$ cat config.mk
export PLATFORM = sky130hd
export DESIGN_NAME = flr_tracker
export DESIGN_NICKNAME = d
export VERILOG_FILES = /design/src/rtl/flr_pkg.sv /design/src/rtl/flr_rst_sync.sv /design/src/rtl/flr_slot.sv /design/src/rtl/flr_bank.sv /design/src/rtl/flr_tracker.sv
export SDC_FILE = /design/constraint.sdc
export NUM_CORES = 1
export LEC_CHECK = 0
export ABC_AREA = 1
export CORE_MARGIN = 5
export CORE_UTILIZATION = 24
export DETAILED_ROUTE_END_ITERATION = 7
export PLACE_DENSITY = 0.73
export RECOVER_POWER = 25
export SLEW_MARGIN = 30
export SYNTH_ARGS = -nofsm -noshare
export SYNTH_HDL_FRONTEND = slang
export SYNTH_HIERARCHICAL = 1
export SYNTH_SLANG_ARGS = --single-unit
$ cat constraint.sdc
create_clock -name clk -period 0.8 [get_ports clk]
set_input_delay 0.12 -clock clk [delete_from_list [all_inputs] [get_ports clk]]
set_output_delay 0.12 -clock clk [all_outputs]
set_load 0.1 [all_outputs]
$ cat src/rtl/flr_pkg.sv
package flr_pkg;
  localparam int PF_SLOTS = 4;
  localparam int PF_USED  = 2;
  localparam int VF_SLOTS = 8;
  localparam int VF_USED  = 6;
endpackage

$ cat src/rtl/flr_rst_sync.sv
module flr_rst_sync #(
  parameter int STAGES = 2
) (
  input  logic clk,
  input  logic rst_n,
  output logic rst_q_n
);
  logic [STAGES-1:0] chain_q;

  always_ff @(posedge clk or negedge rst_n) begin
    if (!rst_n) chain_q <= '0;
    else        chain_q <= {chain_q[STAGES-2:0], 1'b1};
  end

  assign rst_q_n = chain_q[STAGES-1];
endmodule

$ cat src/rtl/flr_slot.sv
module flr_slot (
  input  logic clk,
  input  logic rst_n,
  input  logic trig,
  input  logic done,
  output logic active
);
  logic active_q;
  logic active_d;
  logic upd;

  // trigger has priority over completion
  always_comb begin
    upd      = trig | (done & active_q);
    active_d = trig ? 1'b1 : 1'b0;
  end

  always_ff @(posedge clk or negedge rst_n) begin
    if (!rst_n)   active_q <= 1'b0;
    else if (upd) active_q <= active_d;
  end

  assign active = active_q;
endmodule

$ cat src/rtl/flr_bank.sv
module flr_bank #(
  parameter int SLOTS = 4,
  parameter int USED  = 2
) (
  input  logic             clk,
  input  logic             rst_n,
  input  logic [SLOTS-1:0] trig,
  input  logic [SLOTS-1:0] done,
  output logic [SLOTS-1:0] active,
  output logic [SLOTS-1:0] cfg_ok
);
  for (genvar i = 0; i < SLOTS; i++) begin : g_slot
    if (i < USED) begin : g_impl
      flr_slot u_slot (
        .clk    (clk),
        .rst_n  (rst_n),
        .trig   (trig[i]),
        .done   (done[i]),
        .active (active[i])
      );
      assign cfg_ok[i] = ~active[i];
    end else begin : g_rsvd
      logic unused_in;
      assign unused_in = trig[i] ^ done[i];
      assign active[i] = 1'b0;
      assign cfg_ok[i] = 1'b0;
    end
  end
endmodule

$ cat src/rtl/flr_tracker.sv
module flr_tracker
  import flr_pkg::*;
#(
  parameter int PF_W = PF_SLOTS,
  parameter int PF_N = PF_USED,
  parameter int VF_W = VF_SLOTS,
  parameter int VF_N = VF_USED
) (
  input  logic            clk,
  input  logic            rst_n,
  input  logic [PF_W-1:0] pf_flr_trig,
  input  logic [VF_W-1:0] vf_flr_trig,
  input  logic [PF_W-1:0] pf_flr_done,
  input  logic [VF_W-1:0] vf_flr_done,
  output logic [PF_W-1:0] pf_flr_active,
  output logic [VF_W-1:0] vf_flr_active,
  output logic [PF_W-1:0] pf_cfg_ok,
  output logic [VF_W-1:0] vf_cfg_ok
);
  logic rst_q_n;

  flr_rst_sync #(.STAGES(2)) u_rst (
    .clk     (clk),
    .rst_n   (rst_n),
    .rst_q_n (rst_q_n)
  );

  flr_bank #(.SLOTS(PF_W), .USED(PF_N)) u_pf (
    .clk    (clk),
    .rst_n  (rst_q_n),
    .trig   (pf_flr_trig),
    .done   (pf_flr_done),
    .active (pf_flr_active),
    .cfg_ok (pf_cfg_ok)
  );

  flr_bank #(.SLOTS(VF_W), .USED(VF_N)) u_vf (
    .clk    (clk),
    .rst_n  (rst_q_n),
    .trig   (vf_flr_trig),
    .done   (vf_flr_done),
    .active (vf_flr_active),
    .cfg_ok (vf_cfg_ok)
  );
endmodule

==> results.py <==
metrics = {
    "run_status": {
        "status": "finished with violations",
        "violations": "setup timing",
    },
    "detailed_routing": {
        "drc_errors": 0,
        "first_pass_iters": 3,
        "vias": 407,
        "wire_per_inst_um": 8.33,
        "wl_um": 1020,
        "ant_nets": 0,
        "first_iter_violations": 3,
        "vias_per_cell": 3.31,
    },
    "sta": {
        "grt_setup_unrepaired": "true",
        "setup_slack_ns": -0.352,
        "post-route-period-util_pct": 144,
        "setup_viol": 16,
        "hold_viol": 0,
        "max_freq_ghz": 0.868,
        "period_needed_ns": 1.15,
        "slew_viol_final": 0,
        "skew_ns": 0.00219,
    },
    "logic_synthesis": {
        "syn_area_um2": 472,
        "synth_compound_area_share_pct": 0,
        "synth_cells": 61,
        "ys_warn_count": 6,
        "synth_top_family_by_area": "buffers and inverters",
        "synthAdderAreaFrac_pct": 0,
        "yosys.area_share.simple_pct": 12.7,
        "yosysTopAreaCellShare_pct": 53.1,
        "ys_ff_latch": 10,
        "avgSynthCellArea_um2": 7.73,
        "synth_top_area_cell": "dfrtp_1",
        "synthXorXnorAreaFrac_pct": 0,
        "ys_types": 5,
        "synth_mux_area_share_pct": 0,
        "yosysSeqAreaShare_pct": 53.1,
        "synth_area_leaders": "dfrtp_1 53%, inv_1 19%, buf_4 13%",
    },
    "worst_setup_path": {
        "required_ns": 0.68,
        "startpoint_type": "register",
        "end_kind": "output port",
        "critPathMaxFanout": 3,
        "cp.arrival_ns": 1.03,
        "worstSetupPathType": "reg2out",
    },
    "clock_tree": {
        "root_buffer": "clkbuf_4",
        "hold_buffers": 0,
        "clkLatencyLatePin_ns": 0.26,
        "cts.clk_slew.worst_paths_ns": 0.07,
        "cts_tree": "done",
        "numCtsBuffers": 3,
        "htreeDepth": 1,
        "clock_path_buffers": 2,
        "postCtsSetupBuffers": 0,
        "ctsResizeCount": 0,
        "clock_sink_count": 10,
    },
    "placement": {
        "hpwlAfterDp_um": 929,
        "preCtsSetupSlack_ns": -0.0700,
        "port_buffers": 33,
        "gp_congestion": 0.503,
    },
    "floorplan": {
        "initial_core_util_pct": 24.5,
        "dieHeight_um": 54.3,
        "die-area_um2": 2950,
        "row_count": 16,
        "die_w_um": 54.3,
        "coreArea_um2": 1920,
        "ioPinCount": 50,
    },
    "finish": {
        "drive_above_1_share_pct": 37.5,
        "areaGrowthSynthToFinish_pct": 124,
        "final_nets": 123,
        "n_antenna_cell": 0,
    },
    "hold_path": {
        "hp-class": "in2async",
    },
    "pwr": {
        "power_uw": 2030,
        "power.density_nw_per_um2": 1930,
        "peakVddDrop_v": 0.000940,
        "p_leak_uw": 0.000503,
    },
    "grt": {
        "grt_start_max_net_pins": 9,
        "grt_first_pass_wirelength_um": 1460,
        "grt_remaining_overflow": 0,
        "grt_pass1_vias": 365,
        "grt_antenna_before_repair": 0,
        "grt_usage_pct": 7.03,
    },
    "job": {
        "max_cap_violations": 0,
    },
}
-- repair_timing --
action,CTS,global route
gates cloned,0,0
endpoints found under the setup margin,16,16
endpoints found under the hold margin,0,0
-- worst max-delay path: stages (launching register included) --
cell and delay (ns):
dfrtp_4 0.51, clkinvlp_4 0.09, buf_12 0.16
-- stage by stage --
step / instances / hold slack [ns] / instance area (um2) / utilization [%] / TNS [ns]
after floorplan: 67 / -0.176 / 554 / - / -4.01
after global placement: 119 / 0.151 / 1020 / 53.0 / -0.615
after detailed placement: 119 / 0.153 / 1020 / 53.0 / -0.714
after CTS: 123 / 0.00340 / 1050 / 54.9 / -5.16
after global routing: 123 / 0.0703 / 1050 / 54.9 / -5.48
final: 123 / 0.0820 / 1050 / 54.9 / -4.90
-- layout make-up --
cell class	instances	area (um2)
fill	168	867
timing repair buffer	33	490
sequential	10	280
inverter	24	120
multi-input combinational	25	93.8
clock buffer	4	36.3
tap	27	33.8
-- flip-flops by register name, indices dropped and copies added (netlist names) --
signal / flops
u_pf/g_slot.g_impl.u_slot/active: 2
u_rst/chain_q: 2
u_vf/g_slot.g_impl.u_slot/active: 6
-- cells by family (layout without fill, tap and decap cells) --
kind of cell / count (synthesis) / count (layout)
buffers and inverters: 32 / 61
DFF: 10 / 10
other: 3 / 9
and+or+nand+nor: 16 / 16
-- power by group --
part           switching [uW]  internal, uW
logic                     655           309
clock network             178           276
registers                58.2           556
total                     891          1140
-- placed cells by master (no fill, tap or decap) --
cell	instances
buf_12	16
inv_1	16
clkbuf_8	1
clkbuf_4	3
dlygate4sd3_1	1
conb_1	9
nand2_1	16
clkinvlp_4	8
dfrtp_4	8
dfrtp_1	2
clkdlybuf4s50_1	16
-- cells in the mapped netlist (all sizes together) --
master / n
buf: 8
nand2: 16
dfrtp: 10
inv: 24
conb: 3
-- routing by layer --
metal / GRT usage (%) / up-vias / share of wire [%]
met2: 13.3 / 20 / 56
met1: 6.27 / 177 / 31
met3: 2.72 / 0 / 13
li1: - / 210 / -
met4: 3.73 / 0 / 0
met5: 0 / - / 0
-- final timing paths --
| kind | end | from | depth (start not counted) | slack [ns] |
|---|---|---|---|---|
| setup / recovery | vf_cfg_ok[0] | u_vf/g_slot[0].g_impl.u_slot/active | 2 | -0.35 |
| hold / removal | u_rst/chain_q[1] | rst_n | 1 | 0.08 |
| setup reg to reg | u_vf/g_slot[2].g_impl.u_slot/active | u_vf/g_slot[2].g_impl.u_slot/active | 2 | 0.07 |
| hold reg to reg | u_vf/g_slot[0].g_impl.u_slot/active | u_rst/chain_q[1] | 0 | 0.14 |
| max in group asynchronous | u_vf/g_slot[2].g_impl.u_slot/active | u_rst/chain_q[1] | 0 | 0.37 |
| min in group clk | u_rst/chain_q[1] | u_rst/chain_q[0] | 0 | 0.35 |
(Power assumes the default switching activity.)
